===== config.mk =====
export PLATFORM = sky130hd
export DESIGN_NAME = pwam_symbol_decoder
export DESIGN_NICKNAME = d
export VERILOG_FILES = /design/src/rtl/pwam_dec_pkg.sv /design/src/rtl/slot_seq_tracker.sv /design/src/rtl/slot_sample_store.sv /design/src/rtl/nibble_former.sv /design/src/rtl/pwam_symbol_decoder.sv
export SDC_FILE = /design/constraint.sdc
export NUM_CORES = 1
export LEC_CHECK = 0
export CAP_MARGIN = 20
export CORE_AREA = 3 3 40 42
export DETAILED_ROUTE_END_ITERATION = 10
export DIE_AREA = 0 0 43 45
export GPL_ROUTABILITY_DRIVEN = 1
export PLACE_DENSITY_LB_ADDON = 0.25
export RECOVER_POWER = 100
export SYNTH_ARGS = -nofsm -noshare
export SYNTH_HDL_FRONTEND = slang
export SYNTH_HIERARCHICAL = 1
export SYNTH_SLANG_ARGS = --single-unit

===== constraint.sdc =====
create_clock -name clk -period 1 [get_ports clk]
set_clock_uncertainty 0.05 [all_clocks]
set_input_delay 0.1 -clock clk [delete_from_list [all_inputs] [get_ports clk]]
set_output_delay 0.1 -clock clk [all_outputs]
set_load 0.03 [all_outputs]

===== src/rtl/pwam_dec_pkg.sv =====
package pwam_dec_pkg;

    localparam int NSLOTS  = 3;
    localparam int SLOT_W  = $clog2(NSLOTS + 1);
    localparam int NIB_W   = 4;

    typedef struct packed {
        logic sign;
        logic big;
    } slot_smp_t;

    typedef enum logic [1:0] {
        WAIT_S1 = 2'd0,
        WANT_S2 = 2'd1,
        WANT_S3 = 2'd2
    } seq_state_t;

    typedef struct packed {
        logic [NIB_W-1:0] nib;
        logic             viol;
    } dec_word_t;

    // Outer slots: fixed expected polarity, magnitude carries the bit.
    function automatic logic pos_big(input slot_smp_t s);
        return s.sign & s.big;
    endfunction

    function automatic logic neg_big(input slot_smp_t s);
        return ~s.sign & s.big;
    endfunction

    function automatic dec_word_t decode_symbol(input slot_smp_t s1,
                                                input slot_smp_t s2,
                                                input slot_smp_t s3);
        dec_word_t w;
        w.nib[3] = s2.sign;
        w.nib[2] = pos_big(s1);
        w.nib[1] = s2.big;
        w.nib[0] = neg_big(s3);
        w.viol   = ~s1.sign | s3.sign;
        return w;
    endfunction

endpackage


===== src/rtl/slot_seq_tracker.sv =====
module slot_seq_tracker
    import pwam_dec_pkg::*;
(
    input  logic              clk,
    input  logic              rst,
    input  logic              smp_valid,
    input  logic [SLOT_W-1:0] smp_slot,
    output logic              take_s1,
    output logic              take_s2,
    output logic              take_s3
);
    seq_state_t state_q, state_d;

    always_comb begin
        take_s1 = smp_valid && (smp_slot == SLOT_W'(1));
        take_s2 = smp_valid && (smp_slot == SLOT_W'(2)) && (state_q == WANT_S2);
        take_s3 = smp_valid && (smp_slot == SLOT_W'(3)) && (state_q == WANT_S3);
    end

    always_comb begin
        state_d = state_q;
        if (smp_valid) begin
            if (take_s1)      state_d = WANT_S2;
            else if (take_s2) state_d = WANT_S3;
            else              state_d = WAIT_S1;
        end
    end

    always_ff @(posedge clk) begin
        if (rst) state_q <= WAIT_S1;
        else     state_q <= state_d;
    end
endmodule


===== src/rtl/slot_sample_store.sv =====
module slot_sample_store
    import pwam_dec_pkg::*;
#(
    parameter int KEEP = NSLOTS - 1
) (
    input  logic      clk,
    input  logic      rst,
    input  slot_smp_t smp_in,
    input  logic [KEEP-1:0] take,
    output slot_smp_t held [KEEP]
);
    for (genvar g = 0; g < KEEP; g++) begin : g_slot
        always_ff @(posedge clk) begin
            if (rst)          held[g] <= '0;
            else if (take[g]) held[g] <= smp_in;
        end
    end
endmodule


===== src/rtl/nibble_former.sv =====
module nibble_former
    import pwam_dec_pkg::*;
(
    input  logic             clk,
    input  logic             rst,
    input  logic             fire,
    input  slot_smp_t        s1,
    input  slot_smp_t        s2,
    input  slot_smp_t        s3,
    output logic             out_valid,
    output logic [NIB_W-1:0] out_nib,
    output logic             out_viol
);
    dec_word_t word_d, word_q;

    always_comb word_d = decode_symbol(s1, s2, s3);

    always_ff @(posedge clk) begin
        if (rst) begin
            out_valid <= 1'b0;
            word_q    <= '0;
        end else begin
            out_valid <= fire;
            if (fire) word_q <= word_d;
        end
    end

    assign out_nib  = word_q.nib;
    assign out_viol = word_q.viol;
endmodule


===== src/rtl/pwam_symbol_decoder.sv =====
module pwam_symbol_decoder
    import pwam_dec_pkg::*;
(
    input  logic              clk,
    input  logic              rst,
    input  logic              smp_valid,
    input  logic [SLOT_W-1:0] smp_slot,
    input  logic              smp_sign,
    input  logic              smp_big,
    output logic              nib_valid,
    output logic [NIB_W-1:0]  nib,
    output logic              code_viol
);
    slot_smp_t cur;
    slot_smp_t held [NSLOTS-1];
    logic take_s1, take_s2, take_s3;

    assign cur = '{sign: smp_sign, big: smp_big};

    slot_seq_tracker u_seq (
        .clk       (clk),
        .rst       (rst),
        .smp_valid (smp_valid),
        .smp_slot  (smp_slot),
        .take_s1   (take_s1),
        .take_s2   (take_s2),
        .take_s3   (take_s3)
    );

    slot_sample_store #(.KEEP(NSLOTS - 1)) u_store (
        .clk    (clk),
        .rst    (rst),
        .smp_in (cur),
        .take   ({take_s2, take_s1}),
        .held   (held)
    );

    nibble_former u_form (
        .clk       (clk),
        .rst       (rst),
        .fire      (take_s3),
        .s1        (held[0]),
        .s2        (held[1]),
        .s3        (cur),
        .out_valid (nib_valid),
        .out_nib   (nib),
        .out_viol  (code_viol)
    );
endmodule


# After elaboration in Yosys (flattened, before gate mapping)
# Cells that the tools add are included.
[classes]
bitwise = 5
n_reduce_logical = 5
mux = 2
n_eq_ne = 5
[op_table]
columns = ["operator", "count"]
rows = [
  ["$eq 2x2->1 const B", 3],
  ["$logic_and 1x1->1", 5],
  ["$eq 2x1->1 const B", 2],
  ["$mux 2", 2],
  ["$and 1x1->1", 2],
  ["$not 1->1", 2],
  ["$or 1x1->1", 1],
]
[totals]
ff_bits = 12
wordCells = 25
out_inout_bits = 6

# Logic depth before layout (Yosys ltp)
[depth]
ltp_word = 5
ltp_mapped = 5
ltp_nobuf = 4

# By module
# Netlist, hierarchy kept.
[by_module_without_submodules]
columns = ["mod", "cells_each", "seq_area_each_um2", "instances", "area_per_inst_um2"]
rows = [
  ["nibble_former", 21, 120.1, 1, 222.7],
  ["slot_sample_store", 12, 80.1, 1, 135.1],
  ["slot_seq_tracker", 13, 40.0, 1, 103.8],
]

# Worst setup path before layout
# OpenSTA, ideal clock, no wires.
[synth_timing]
kind = "reg-to-reg"
from = "register u_seq.state_q[1]"
to = "register u_store/held[0] (netlist name)"
stages_incl_launch_ff = 5
path_slack_ns = -0.046
setup_ns = 0.114
t_arrival_ns = 0.881
path_buffers = 0
path_cell_list = "dfxtp_1 nand4b_1 nor2_1 mux2i_1 nor2_1"
[synth_via]
elab_chain_cells = 2
[synth_rtl]
columns = ["item", "line", "rtl"]
rows = [
  ["start, declared", "slot_seq_tracker.sv:12", "seq_state_t state_q, state_d;"],
  ["start signal, assigned", "slot_seq_tracker.sv:31", "else state_q <= state_d;"],
  ["$eq 2x1->1", "slot_seq_tracker.sv:16", "take_s2 = smp_valid && (smp_slot == SLOT_W'(2)) && (state_q == WANT_S2);"],
  ["$logic_and 1x1->1", "slot_seq_tracker.sv:16", ""],
  ["named net take_s2", "pwam_symbol_decoder.sv:16", "logic take_s1, take_s2, take_s3;"],
]
# The timed path passes the listed nets, and every way through them passes these cells.
# A chain may end at the register's enable or synchronous reset.

# Worst setup path in the final report
[layout_timing]
from = "input smp_slot[1]"
to = "register u_form.word_q (netlist bit u_form/out_nib[1])"
[layout_via]
elab_chain_cells = 3
[layout_rtl]
columns = ["item", "line", "rtl"]
rows = [
  ["start, declared", "pwam_symbol_decoder.sv:7", "input logic [SLOT_W-1:0] smp_slot,"],
  ["$eq 2x2->1", "slot_seq_tracker.sv:17", "take_s3 = smp_valid && (smp_slot == SLOT_W'(3)) && (state_q == WANT_S3);"],
  ["$logic_and 1x1->1 (2 in a row)", "slot_seq_tracker.sv:17", ""],
  ["named net take_s3", "pwam_symbol_decoder.sv:16", ""],
  ["end signal, assigned", "nibble_former.sv:24", "if (fire) word_q <= word_d;"],
  ["end, declared", "nibble_former.sv:14", "dec_word_t word_d, word_q;"],
]
# The timed path passes the listed nets, and every way through them passes these cells.

==> reports/qor.yml <==
global_route:
  grt.total_usage: 0.105
  grt_pass1_vias: 340
  grt_pass1_wl_um: 1500
  globalRouteOverflowTotal: 0
  grt_max_degree: 8
  grt_antenna_before_repair: 0
timing:
  relSlewSlack: 0.879
  worstMarginPinSlew_ps: 181
  hold_viol_final: 0
  fmaxAchievable_mhz: 897
  slew_violations: 0
  rsz0062_at_grt: "true"
  finalCritPeriodShare: 1.12
  setup_viol: 7
  tns_ps: -669
  timing.final.ws_setup_ps: -115
  min_period_ps: 1120
routing:
  wl_per_cell_um: 10.9
  avgViaCountPerCell: 4.75
  drc: 0
  vias: 394
  wirelength_um: 908
  antenna_left: 0
  dr.first_iter.drc_count: 3
  dr.pass1.iters: 2
worst_setup_path:
  path_cells: "clkdlybuf4s50_1, nand2_1, nor3_4, buf_6, mux2i_1, nor2_1"
  critical_path.top_delay_family: "buffers and inverters"
  crit_path_top_delay_cell: "clkdlybuf4s50_1"
  path_buf_inv: 2
  crit_fanout: 5
  crit_arrival_ps: 1230
  cp_slowest_stage_delay_ps: 490
  worstPathRequired_ps: 1110
  startpoint_type: "input pin"
  end_kind: "flop"
  path_class: "input pin to flop"
synthesis:
  synth_compound_area_frac: 0.0813
  yosys_warnings: 6
  synthXorXnorAreaFrac: 0
  synth_area_per_cell_um2: 10.0
  synth_top_family_by_area: "simple AND/OR/NAND/NOR gates"
  synth-seq-cells: 12
  synthMuxAreaShare: 0.130
  yosys.area.top_type: "dfxtp_1"
  synthAdderAreaFrac: 0
  syn-num-nets: 53
  synthCells: 46
  synthTopCellsByArea: "dfxtp_1 52%, mux2i_1 13%, nor2_1 6.5%, nand2b_1 4.1%, a21oi_1 3.3%"
  ys_seq_area_frac: 0.520
  synth_top_cell_area_share: 0.520
  synth_cell_type_count: 16
  synth_simple_gate_area_share: 0.228
  netlist_area_um2: 462
final_layout:
  area_growth_pct: 46.6
  final_cell_mix: "10 x dfxtp_1, 7 x nor2_1, 6 x buf_4, 6 x mux2i_1"
  final_common_cell: "dfxtp_1"
  drive_gt1_frac: 0.353
  diodes: 0
  final_area_um2: 677
  fill_cells: 126
  final_nets: 76
  fin_util: 0.527
die:
  die-area_mm2: 0.00194
  row_count: 13
  die_w_um: 43
  core_region_area_mm2: 0.00128
  io_pins: 13
  fp.dieH_um: 45
  start_util: 0.359
cts:
  clkLatencyLatePin_ps: 260
  cts_hold_buf: 0
  root_buffer: "clkbuf_4"
  cts_tree: "built"
  clock_tree.buffer_depth: 2
  cts-buffers-inserted: 3
  clk_pin_slew_worst_paths_ps: 70
  htree_num_levels: 1
  clock_sinks: 12
outcome:
  violations: "negative setup slack"
  status: "complete, but fails checks"
worst_hold_path:
  hp-class: "input pin to flop"
flow_run:
  cap_violations: 0
power:
  vdd_drop_max_v: 0.000756
  p_leak_nw: 0.272
  powerDensity_mw_per_mm2: 1370
placed_design:
  hpwlAfterDp_um: 645
  gp_congestion: 0.699
  port_buffers: 12
  dpl_cell_area_um2: 621
## final timing paths
kind / endpoint / cells past startpoint / start / slack, ps
worst max-delay path: u_form/out_nib[1] / 6 / smp_slot[1] / -120
worst min register to register: u_form/out_nib[0] / 2 / u_form/out_nib[0] / 420
worst min-delay path: u_seq/state_q[1] / 3 / smp_slot[0] / 220
worst max register to register: u_store/held[1] / 4 / u_seq/state_q[1] / -100
## flip-flops by register name, indices dropped and copies added, names as in the netlist
signal            count
u_form/out_nib        4
u_form/out_valid      1
u_form/out_viol       1
u_seq/state_q         2
u_store/held          4
## worst reg2reg max path: stages (launching register included)
cell and delay, ps:
dfxtp_2 330, nand4b_1 200, nor2_2 170, mux2i_1 200, nor2_1 50
## cell usage after synthesis
cell / number
a21oi_1: 3
a311oi_2: 1
buf_6: 1
dfxtp_1: 12
inv_1: 2
mux2i_1: 6
nand2_1: 2
nand2b_1: 3
nand3_1: 1
nand3b_1: 2
nand4b_1: 1
nor2_1: 8
nor2b_1: 1
nor3_1: 1
o31ai_1: 1
or3b_1: 1
## layout make-up
class | count | area [um^2] | area share
Sequential cell | 12 | 243 | 0.359
Multi-Input combinational cell | 31 | 225 | 0.333
Timing Repair Buffer | 19 | 146 | 0.216
Clock buffer | 4 | 36.3 | 0.0536
Tap cell | 15 | 18.8 | 0.0277
Inverter | 2 | 7.51 | 0.0111
## layer usage
| metal | track usage | vias up | wire, um |
|---|---|---|---|
| met1 | 0.141 | 184 | 429 |
| met5 | 0 | - | 0 |
| met3 | 0.0279 | 0 | 53 |
| met4 | 0.0542 | 0 | 0 |
| met2 | 0.156 | 7 | 425 |
| li1 | - | 203 | - |
## repair_timing
item	in CTS	in global routing
gates cloned	1	0
setup buffers	1	0
setup endpoints to repair	9	10
resized for setup	6	3
## cells by family after synthesis
kind of cell,count (synthesis)
mux,6
buf+inv,3
flops,12
compound gates,5
simple gates,20
## metrics by stage
stage                     std cells  total power [mW]  hold WS [ps]  setup WS (ps)
final                            83             0.928           223           -115
after global routing             83             0.967           246           -181
after CTS                        83             0.944           218           -105
after detailed placement         77             0.564           410           -416
after global placement           77             0.564           404           -413
after floorplan                  46             0.512           112          -16.5
## power breakdown
group	switching (mW)	internal (mW)	leakage (nW)	total, mW
Sequential	0.00417	0.483	0.0978	0.487
Clock	0.154	0.221	0.0210	0.375
Combinational	0.0295	0.0372	0.153	0.0668
Total	0.187	0.741	0.272	0.928
No activity file was read; power rests on OpenSTA's default activity.
